File: src/rtl/serial_chan_pkg.sv
`timescale 1ns/1ps
package serial_chan_pkg;

  typedef enum logic [2:0] {
    RS_MODE  = 3'd0,
    RS_STAT  = 3'd1,
    RS_CMD   = 3'd2,
    RS_HOLD  = 3'd3,
    RS_AUX   = 3'd4,
    RS_OPORT = 3'd5
  } reg_sel_e;

  typedef struct packed {
    logic rx_on;
    logic rx_off;
    logic tx_on;
    logic tx_off;
    logic ptr_rst;
    logic rx_rst;
    logic tx_rst;
    logic err_clr;
    logic brk_clr;
  } chan_cmd_t;

  function automatic int unsigned ring_next(int unsigned idx, int unsigned depth);
    return (idx + 1 >= depth) ? 0 : idx + 1;
  endfunction

  function automatic int unsigned ring_pos(int unsigned base, int unsigned ofs,
                                           int unsigned depth);
    return (base + ofs) % depth;
  endfunction

endpackage

File: src/rtl/chan_cmd_decode.sv
`timescale 1ns/1ps
module chan_cmd_decode
  import serial_chan_pkg::*;
(
  input  logic       en,
  input  logic [7:0] code,
  output chan_cmd_t  cmd
);
  always_comb begin
    cmd = '0;
    if (en) begin
      cmd.rx_on  = code[0];
      cmd.rx_off = code[1];
      cmd.tx_on  = code[2];
      cmd.tx_off = code[3];
      unique case (code[7:4])
        4'd1:    cmd.ptr_rst = 1'b1;
        4'd2:    cmd.rx_rst  = 1'b1;
        4'd3:    cmd.tx_rst  = 1'b1;
        4'd4:    cmd.err_clr = 1'b1;
        4'd5:    cmd.brk_clr = 1'b1;
        default: ;
      endcase
    end
  end
endmodule

File: src/rtl/mode_pair.sv
`timescale 1ns/1ps
module mode_pair #(
  parameter int DW = 8
) (
  input  logic          clk,
  input  logic          rst_n,
  input  logic          access,
  input  logic          wr,
  input  logic [DW-1:0] wdata,
  input  logic          ptr_rst,
  output logic [DW-1:0] rdata
);
  logic [DW-1:0] entry_q [2];
  logic          ptr_q;

  assign rdata = entry_q[ptr_q];

  always_ff @(posedge clk) begin
    if (!rst_n) begin
      entry_q[0] <= '0;
      entry_q[1] <= '0;
      ptr_q      <= 1'b0;
    end else begin
      if (access && wr) entry_q[ptr_q] <= wdata;
      if (access)       ptr_q <= 1'b1;
      else if (ptr_rst) ptr_q <= 1'b0;
    end
  end

  p_ptr_after_access_r5: assert property (@(posedge clk) disable iff (!rst_n)
    access |=> ptr_q);
  p_ptr_rewind_r5: assert property (@(posedge clk) disable iff (!rst_n)
    (ptr_rst && !access) |=> !ptr_q);
endmodule

File: src/rtl/rx_hold_fifo.sv
`timescale 1ns/1ps
module rx_hold_fifo
  import serial_chan_pkg::*;
#(
  parameter int DW    = 8,
  parameter int DEPTH = 3,
  localparam int IW   = (DEPTH > 1) ? $clog2(DEPTH) : 1,
  localparam int CW   = $clog2(DEPTH + 1)
) (
  input  logic          clk,
  input  logic          rst_n,
  input  logic          pop,
  input  logic          flush,
  input  logic          push,
  input  logic [DW-1:0] push_data,
  output logic [DW-1:0] rd_data,
  output logic [CW-1:0] count,
  output logic          pop_ok,
  output logic          drained
);
  logic [DW-1:0] mem_q [DEPTH];
  logic [IW-1:0] rd_idx_q, idx_mid, wr_pos;
  logic [CW-1:0] cnt_mid, count_n;

  assign rd_data = mem_q[rd_idx_q];

  always_comb begin
    pop_ok  = pop && (count != '0);
    drained = pop_ok && (count == CW'(1));
    cnt_mid = flush ? '0 : (pop_ok ? count - CW'(1) : count);
    idx_mid = (pop_ok && !drained) ? IW'(ring_next(32'(rd_idx_q), DEPTH)) : rd_idx_q;
    wr_pos  = IW'(ring_pos(32'(idx_mid), 32'(cnt_mid), DEPTH));
    count_n = push ? cnt_mid + CW'(1) : cnt_mid;
  end

  always_ff @(posedge clk) begin
    if (!rst_n) begin
      count    <= '0;
      rd_idx_q <= '0;
      for (int i = 0; i < DEPTH; i++) mem_q[i] <= '0;
    end else begin
      count    <= count_n;
      rd_idx_q <= idx_mid;
      if (push) mem_q[wr_pos] <= push_data;
    end
  end

  p_no_overflow_r6: assert property (@(posedge clk) disable iff (!rst_n)
    count <= CW'(DEPTH));
  p_push_has_room_r6: assert property (@(posedge clk) disable iff (!rst_n)
    push |-> (cnt_mid < CW'(DEPTH)));
  p_empty_pop_inert_r7: assert property (@(posedge clk) disable iff (!rst_n)
    (pop && count == '0 && !push && !flush) |=> (count == '0 && $stable(rd_idx_q)));
endmodule

File: src/rtl/serial_chan_ctrl.sv
`timescale 1ns/1ps
module serial_chan_ctrl
  import serial_chan_pkg::*;
#(
  parameter int DW    = 8,
  parameter int DEPTH = 3,
  parameter int AW    = 3,
  localparam int CW   = $clog2(DEPTH + 1)
) (
  input  logic          clk,
  input  logic          rst_n,
  input  logic          bus_rd,
  input  logic          bus_wr,
  input  logic [AW-1:0] bus_addr,
  input  logic [DW-1:0] bus_wdata,
  output logic [DW-1:0] bus_rdata,
  input  logic          rx_valid,
  input  logic          rx_brk,
  input  logic [DW-1:0] rx_data,
  output logic          rx_ready,
  output logic          tx_valid,
  output logic [DW-1:0] tx_data,
  output logic          irq_txrdy,
  output logic          irq_rxrdy,
  output logic          irq_brk
);
  localparam logic [AW-1:0] A_MODE = AW'(RS_MODE);
  localparam logic [AW-1:0] A_STAT = AW'(RS_STAT);
  localparam logic [AW-1:0] A_CMD  = AW'(RS_CMD);
  localparam logic [AW-1:0] A_HOLD = AW'(RS_HOLD);

  // host strobes (write has priority if both are driven)
  logic host_rd, mode_acc, pop_req, cmd_wr, tx_wr;
  assign host_rd  = bus_rd && !bus_wr;
  assign mode_acc = (host_rd || bus_wr) && (bus_addr == A_MODE);
  assign pop_req  = host_rd && (bus_addr == A_HOLD);
  assign cmd_wr   = bus_wr && (bus_addr == A_CMD);
  assign tx_wr    = bus_wr && (bus_addr == A_HOLD);

  chan_cmd_t cmd;
  chan_cmd_decode u_dec (.en(cmd_wr), .code(bus_wdata[7:0]), .cmd(cmd));

  logic [DW-1:0] mode_rdata;
  mode_pair #(.DW(DW)) u_mode (
    .clk(clk), .rst_n(rst_n), .access(mode_acc), .wr(bus_wr),
    .wdata(bus_wdata), .ptr_rst(cmd.ptr_rst), .rdata(mode_rdata));

  logic          rx_en_q, tx_on_q, rxrdy_q, brk_sr_q, irq_brk_q;
  logic          rx_push, pop_ok, drained;
  logic [DW-1:0] fifo_rd;
  logic [CW-1:0] fifo_cnt;

  assign rx_ready = rx_en_q && (fifo_cnt < CW'(DEPTH));
  assign rx_push  = rx_valid && rx_ready;

  rx_hold_fifo #(.DW(DW), .DEPTH(DEPTH)) u_fifo (
    .clk(clk), .rst_n(rst_n), .pop(pop_req), .flush(cmd.rx_rst),
    .push(rx_push), .push_data(rx_brk ? '0 : rx_data),
    .rd_data(fifo_rd), .count(fifo_cnt), .pop_ok(pop_ok), .drained(drained));

  // host step first, then receive step
  logic brk_mid, irqb_mid;
  always_comb begin
    brk_mid  = (pop_ok || cmd.err_clr) ? 1'b0 : brk_sr_q;
    irqb_mid = cmd.brk_clr ? 1'b0 : ((pop_ok && brk_sr_q) ? 1'b1 : irq_brk_q);
  end

  always_ff @(posedge clk) begin
    if (!rst_n) begin
      rx_en_q   <= 1'b0;
      tx_on_q   <= 1'b0;
      rxrdy_q   <= 1'b0;
      brk_sr_q  <= 1'b0;
      irq_brk_q <= 1'b0;
      tx_valid  <= 1'b0;
      tx_data   <= '0;
    end else begin
      if (cmd.rx_off || cmd.rx_rst) rx_en_q <= 1'b0;
      else if (cmd.rx_on)           rx_en_q <= 1'b1;
      if (cmd.tx_off || cmd.tx_rst) tx_on_q <= 1'b0;
      else if (cmd.tx_on)           tx_on_q <= 1'b1;
      if (rx_push)                    rxrdy_q <= 1'b1;
      else if (cmd.rx_rst || drained) rxrdy_q <= 1'b0;
      if (rx_push && rx_brk && !brk_mid) begin
        brk_sr_q  <= 1'b1;
        irq_brk_q <= 1'b1;
      end else begin
        brk_sr_q  <= brk_mid;
        irq_brk_q <= irqb_mid;
      end
      tx_valid <= tx_wr && tx_on_q;
      if (tx_wr && tx_on_q) tx_data <= bus_wdata;
    end
  end

  logic [7:0] status;
  assign status = {brk_sr_q, 3'b000, tx_on_q, tx_on_q,
                   (fifo_cnt == CW'(DEPTH)), rxrdy_q};

  always_comb begin
    unique case (bus_addr)
      A_MODE:  bus_rdata = mode_rdata;
      A_STAT:  bus_rdata = DW'(status);
      A_HOLD:  bus_rdata = fifo_rd;
      default: bus_rdata = '0;
    endcase
  end

  assign irq_txrdy = tx_on_q;
  assign irq_rxrdy = rxrdy_q;
  assign irq_brk   = irq_brk_q;

  p_rdy_tracks_count_r8: assert property (@(posedge clk) disable iff (!rst_n)
    rxrdy_q == (fifo_cnt != '0));
  p_full_blocks_r6: assert property (@(posedge clk) disable iff (!rst_n)
    (fifo_cnt == CW'(DEPTH)) |-> !rx_ready);
  p_tx_gated_r4: assert property (@(posedge clk) disable iff (!rst_n)
    tx_valid |-> tx_on_q);
  p_brk_pop_irq_r11: assert property (@(posedge clk) disable iff (!rst_n)
    (pop_ok && brk_sr_q) |=> irq_brk_q);
  p_break_sets_status_r10: assert property (@(posedge clk) disable iff (!rst_n)
    (rx_push && rx_brk) |=> brk_sr_q);
  p_rx_reset_empties_r9: assert property (@(posedge clk) disable iff (!rst_n)
    (cmd.rx_rst && !rx_push) |=> (fifo_cnt == '0 && !rx_en_q));
endmodule

File: config.mk
export PLATFORM = sky130hd
export DESIGN_NAME = serial_chan_ctrl
export DESIGN_NICKNAME = d
export VERILOG_FILES = /design/src/rtl/serial_chan_pkg.sv /design/src/rtl/chan_cmd_decode.sv /design/src/rtl/mode_pair.sv /design/src/rtl/rx_hold_fifo.sv /design/src/rtl/serial_chan_ctrl.sv
export SDC_FILE = /design/constraint.sdc
export NUM_CORES = 1
export LEC_CHECK = 0
export CAP_MARGIN = 20
export CORE_MARGIN = 2
export CORE_UTILIZATION = 31
export CTS_BUF_LIST = sky130_fd_sc_hd__clkbuf_4
export DETAILED_ROUTE_END_ITERATION = 7
export PLACE_DENSITY_LB_ADDON = 0.3
export SYNTH_ARGS = -nofsm -noshare
export SYNTH_HDL_FRONTEND = slang
export SYNTH_SLANG_ARGS = --single-unit
File: constraint.sdc
create_clock -name clk -period 5.3 [get_ports clk]
set_clock_uncertainty 0.15 [all_clocks]
set_input_delay 1.325 -clock clk [delete_from_list [all_inputs] [get_ports clk]]
set_output_delay 1.325 -clock clk [all_outputs]
set_load 0.02 [all_outputs]
==> results of run 1 <==
## cells in the mapped netlist, drive strengths merged
cell type / number
or4: 2
buf: 5
or4b: 1
nor2: 35
o41ai: 2
mux2i: 9
ha: 5
or3b: 3
mux4: 8
dfxtp: 20
nor3: 3
nand2b: 17
mux2: 2
nor3b: 3
o211a: 1
a31oi: 1
fa: 1
o22ai: 1
a41o: 1
nand3: 8
edfxtp: 48
inv: 12
and4: 1
nor4bb: 1
a2bb2oi: 1
nand3b: 3
a21oi: 23
and2: 19
nor2b: 4
o31ai: 3
nor4b: 1
nand2: 32
and3b: 2
and3: 3
clkbuf: 11
and4bb: 1
nand4bb: 1
o211ai: 1
o21a: 1
or3: 2
o21ai: 20
o31a: 1
## final cells by class
type / instances / area, sq um / area share
Clock inverter: 7 / 124 / 0.0288
Sequential cell: 68 / 1840 / 0.428
Tap cell: 140 / 175 / 0.0407
Timing Repair Buffer: 64 / 593 / 0.138
Inverter: 12 / 45.0 / 0.0105
Clock buffer: 9 / 67.6 / 0.0157
Multi-Input combinational cell: 223 / 1450 / 0.338
## where the power goes
group	switching, mW	total (mW)	internal (mW)
Sequential	0.00562	0.585	0.579
Clock	0.194	0.436	0.242
Combinational	0.0465	0.0877	0.0411
## worst max-delay path: stages
cell,delay (ps)
clkdlybuf4s50_1,470
or3b_1,410
nor3_2,200
mux2_1,380
ha_1,220
fa_1,490
nor2b_1,160
ha_1,290
or3b_1,360
a21oi_1,150
o21ai_1,100
nand2_1,290
## cells in the final DEF, fill, tap and decap left out, drive strengths merged, types with 2 or more instances in the layout
cell and instances:
edfxtp 48, clkdlybuf4s50 45, nor2 35, nand2 32, a21oi 23, dfxtp 20
o21ai 20, and2 19, buf 19, nand2b 17, inv 13, mux2i 9
clkbuf 9, mux4 8, nand3 8, ha 5, nor2b 4, nand3b 3
or3b 3, nor3b 3, and3 3, o31ai 3, bufinv 3, nor3 3
mux2 2, and3b 2, or3 2, o41ai 2, or4 2, clkinv 2
## path summary, 6_finish.rpt
check                                           startpoint                               end  slack [ps]  depth (start not counted)
worst max-delay path                                bus_rd  u_fifo.mem_q[1][5]$_SDFFCE_PN0P_         400                         12
worst min-delay path               tx_data[1]$_SDFFE_PN0P_           tx_data[1]$_SDFFE_PN0P_         320                          2
worst max register to register  u_fifo.count[0]$_SDFF_PN0_  u_fifo.mem_q[1][5]$_SDFFCE_PN0P_        1010                         13
worst min register to register     tx_data[1]$_SDFFE_PN0P_           tx_data[1]$_SDFFE_PN0P_         320                          2
## registers in the layout (all words and copies together) (netlist names), named ones only
signal	count
irq_txrdy	1
rx_en_q	1
brk_sr_q	1
u_fifo.count	2
irq_brk	1
irq_rxrdy	1
u_mode.entry_q	16
tx_data	8
tx_valid	1
u_fifo.rd_idx_q	2
u_fifo.mem_q	32
u_mode.ptr_q	1
## stage by stage
step | cell area (sq um) | utilization | total power [mW] | hold WS (ps)
floorplan | 3420 | - | 0.638 | 309
global placement | 4110 | 0.381 | 0.684 | 296
detailed placement | 4110 | 0.381 | 0.685 | 301
CTS | 4300 | 0.398 | 1.12 | 318
global route | 4300 | 0.398 | 1.15 | 348
finish | 4300 | 0.398 | 1.11 | 315
## layer usage
metal	up-vias	global-route usage	part of all wire	wire, um
met1	1259	0.189	0.46	3720
met5	-	0	0	0
met2	53	0.234	0.48	3830
met3	4	0.0239	0.052	417
li1	1261	-	-	-
met4	0	0.0531	0.0092	74
## logic make-up (layout without fill, tap and decap cells)
| kind of cell | count (synthesis) | in the layout | synth area share |
|---|---|---|---|
| DFF | 68 | 68 | 0.538 |
| adders and majority gates | 6 | 6 | 0.0241 |
| muxes | 19 | 19 | 0.0855 |
| and+or+nand+nor | 142 | 142 | 0.221 |
| buffers and inverters | 28 | 92 | 0.0376 |
| AOI/OAI and AO/OA | 56 | 56 | 0.0935 |
==> results.cfg, run 1 <==
[job]
cap_violations = 0

[setup_path]
end_kind = flop
cp_max_fo = 8
cp.required_ps = 5220
crit_path_start_kind = input port
crit_type = input port to flop
worstPathArrival_ps = 4830

[routing]
wl_per_cell_um = 15.4
viasPerCell = 4.93
drcViolationCount = 0
drtIter0Drc = 121
drt_wl_total_um = 8050
vias = 2577
ant_nets = 0
drtPass1Iterations = 7

[sta]
hold_viol = 0
finalSetupViolCount = 0
post-route-period-util = 0.925
final.setup.tns_ps = 0
worst_slew_pin_slew_ps = 788
fmax_mhz = 204
finalWorstSetupSlack_ps = 398
min_period_ps = 4900
max-slew-margin-rel = 0.471
rsz0062_at_grt = no
finalMaxSlewViolations = 0

[finish]
nNetsFinal = 409
n_fill_cell = 1043
final_layout_size_suffix_gt1_frac = 0.117
diodes = 0
instances_no_fill = 523
area_growth_pct = 25.6

[logic_synthesis]
syn_area_per_cell_sq_um = 10.7
ys_seq_area_frac = 0.538
synthTopCellsByArea = edfxtp_1 42%, dfxtp_1 12%, mux4_2 5.3%
ys_ff_latch = 68
yosys_warnings = 0
netlist_instances = 319
synthDistinctLibCells = 46
yosysTopAreaCell = edfxtp_1
synthesis.nets = 350
synthesis.area_sq_um = 3420
synth_top_area_share = 0.421

[floorplan]
die_area_sq_um = 11900
num_rows = 38
fp.dieH_um = 109
die_x_um = 109
core_area_sq_um = 10800
ioPinCount = 46
start_util = 0.317

[outcome]
status = completed

[clock_tree]
postCtsSetupBuffers = 0
cts_tree = yes
insertion_delay_ps = 400
htreeDepth = 3
cts.repair.resized = 0
cts_made_buffers = 9
root_buffer = clkbuf_4
cts_sinks = 68
cts.clk_slew.worst_paths_ps = 110
ctsHoldBuffers = 0
clock_path_buffers = 2

[global_routing]
antenna_found_initial = 0
track_usage = 0.143
grt_pass1_wl_um = 12700
grt.overflow.total = 0
grt_pass1_vias = 2508
grt_max_degree = 20

[pwr]
ir_worst_vdd_v = 0.000106
power_density_nw_per_um2 = 258
p_leak_nw = 1.57

[place]
place_inst = 507
port_buffers = 45
hpwl_um = 5960
gp_congestion = 0.786
place_ws_ps = -30.6

[min_path]
hold_path_class = flop to flop
(Power assumes the default switching activity.)
==> run 2, diff against run 1 <==
==> constraint.sdc (replaced) <==
create_clock -name clk -period 5.9 [get_ports clk]
set_clock_uncertainty 0.15 [all_clocks]
set_input_delay 1.18 -clock clk [delete_from_list [all_inputs] [get_ports clk]]
set_output_delay 1.18 -clock clk [all_outputs]
set_load 0.02 [all_outputs]
==> results.cfg, run 2 (same netlist as run 1, synthesis figures left out) <==
[sta]
min_period_ps = 5080
worst_slew_pin_slew_ps = 756
rsz0062_at_grt = no
finalSetupViolCount = 0
post-route-period-util = 0.861
max-slew-margin-rel = 0.493
finalMaxSlewViolations = 0
fmax_mhz = 197
final.setup.tns_ps = 0
holdWs_ps = 317
hold_viol = 0

[setup_path]
crit_family = simple AND/OR/NAND/NOR gates
slowest_stage = clkdlybuf4s50_1
cp.required_ps = 5820
reg2reg_depth = 13
crit_buf_inv = 1
worstPathArrival_ps = 5000
cp_cell_sequence = clkdlybuf4s50_1 > or4b_1 > nor2_1 > a21oi_1 > ha_1 > fa_1 > nor2b_1 > ha_1 > or3b_1 > a21oi_1 > o21ai_1 > nand2_1
cp_max_fo = 8
critPathMaxStageDelay_ps = 660
end_kind = flop
cp.depth = 12
crit_type = input port to flop
crit_path_start_kind = input port

[routing]
drtIter0Drc = 152
drcViolationCount = 0
viasPerCell = 4.82
wl_per_cell_um = 15.8
drt_wl_total_um = 8090
ant_nets = 0
vias = 2474
drtPass1Iterations = 4

[clock_tree]
cts_tree = yes
clock_path_buffers = 2
root_buffer = clkbuf_4
htreeDepth = 3
cts.repair.resized = 0
cts.clk_slew.worst_paths_ps = 120
cts_made_buffers = 9
insertion_delay_ps = 410
postCtsSetupBuffers = 0
ctsHoldBuffers = 0
cts_sinks = 68

[floorplan]
num_rows = 38
die_area_sq_um = 11900
start_util = 0.317
die_x_um = 109
fp.dieH_um = 109
ioPinCount = 46
core_area_sq_um = 10800

[pwr]
ir_worst_vdd_v = 0.000106
clock_power_share = 0.338
p_seq_frac = 0.578
internal-power_mw = 0.692
pwr-share-comb = 0.084
sw_frac_of_total = 0.238
p_leak_nw = 1.50
power_density_nw_per_um2 = 218
p_sw_mw = 0.216

[global_routing]
grt_pass1_vias = 2356
track_usage = 0.144
grt.overflow.total = 0
grt_max_degree = 16
grt_pass1_wl_um = 12600
antenna_found_initial = 0

[finish]
top_regs = u_fifo.mem_q x32, u_mode.entry_q x16, tx_data x8
mostFrequentLayoutCells = 48 x edfxtp_1, 45 x clkdlybuf4s50_1, 35 x nor2_1
n_fill_cell = 1082
largest-register = u_fifo.mem_q
largest_reg_flops = 32
multi_input_area_sq_um = 1450
diodes = 0
area_growth_pct = 21.7
nNetsFinal = 399
final_layout_size_suffix_gt1_frac = 0.0938
fin_util = 0.386
regArea_sq_um = 1840
final_common_cell = edfxtp_1

[min_path]
hold_depth = 2
hold_path_class = flop to flop

[job]
cap_violations = 0

[place]
hpwl_um = 5800
gp_congestion = 0.777
port_buffers = 45

[outcome]
status = completed
-- run 2: cell count changes in the layout (fill, tap and decap cells not counted) --
cell / change
clkinv_2: +3
clkinv_4: -2
clkbuf_4: +2
inv_6: -1
buf_4: -10
bufinv_16: -2
-- run 2: area by class of cell --
type,count,area share
clock inverter,5,0.0126
inverter,12,0.0108
multi-input combinational,223,0.349
clock buffer,11,0.0198
sequential,68,0.442
tap,140,0.0420
timing repair buffer,54,0.124
-- run 2: final timing paths --
path	start	to	slack (ps)
worst max-delay path	bus_wdata[5]	u_fifo.mem_q[1][4]$_SDFFCE_PN0P_	820
worst min-delay path	tx_data[5]$_SDFFE_PN0P_	tx_data[5]$_SDFFE_PN0P_	320
worst max register to register	u_fifo.count[0]$_SDFF_PN0_	u_fifo.mem_q[1][4]$_SDFFCE_PN0P_	1430
worst min register to register	tx_data[5]$_SDFFE_PN0P_	tx_data[5]$_SDFFE_PN0P_	320
-- run 2: layer usage --
layer / up-vias / share of wire / global-route usage
met5: - / 0 / 0
met3: 5 / 0.035 / 0.0281
met4: 0 / 0.0085 / 0.0467
met2: 49 / 0.47 / 0.215
met1: 1182 / 0.49 / 0.209
li1: 1238 / - / -
-- run 2: tightest hold or removal path, cell delays in order, from the launching register on --
cell     delay [ps]
dfxtp_1         330
nand2_1          50
a21oi_1          50
-- run 2: metrics by stage --
stage / setup slack (ps) / total power [mW] / std cells / area, sq um
3_3_place_gp: 517 / 0.612 / 497 / 4030
5_1_grt: 632 / 0.946 / 513 / 4170
4_1_cts: 868 / 0.917 / 513 / 4170
6_report: 818 / 0.909 / 513 / 4170
2_1_floorplan: 1090 / 0.573 / 319 / 3420
3_5_place_dp: 419 / 0.613 / 497 / 4030
-- run 2: power by group through the flow --
stage / sequential, mW / clock (mW) / combinational, mW
floorplan: 0.534 / 0 / 0.0389
global placement: 0.536 / 0 / 0.0763
detailed placement: 0.536 / 0 / 0.0767
CTS: 0.525 / 0.315 / 0.0767
global route: 0.527 / 0.336 / 0.0832
finish: 0.525 / 0.308 / 0.0759
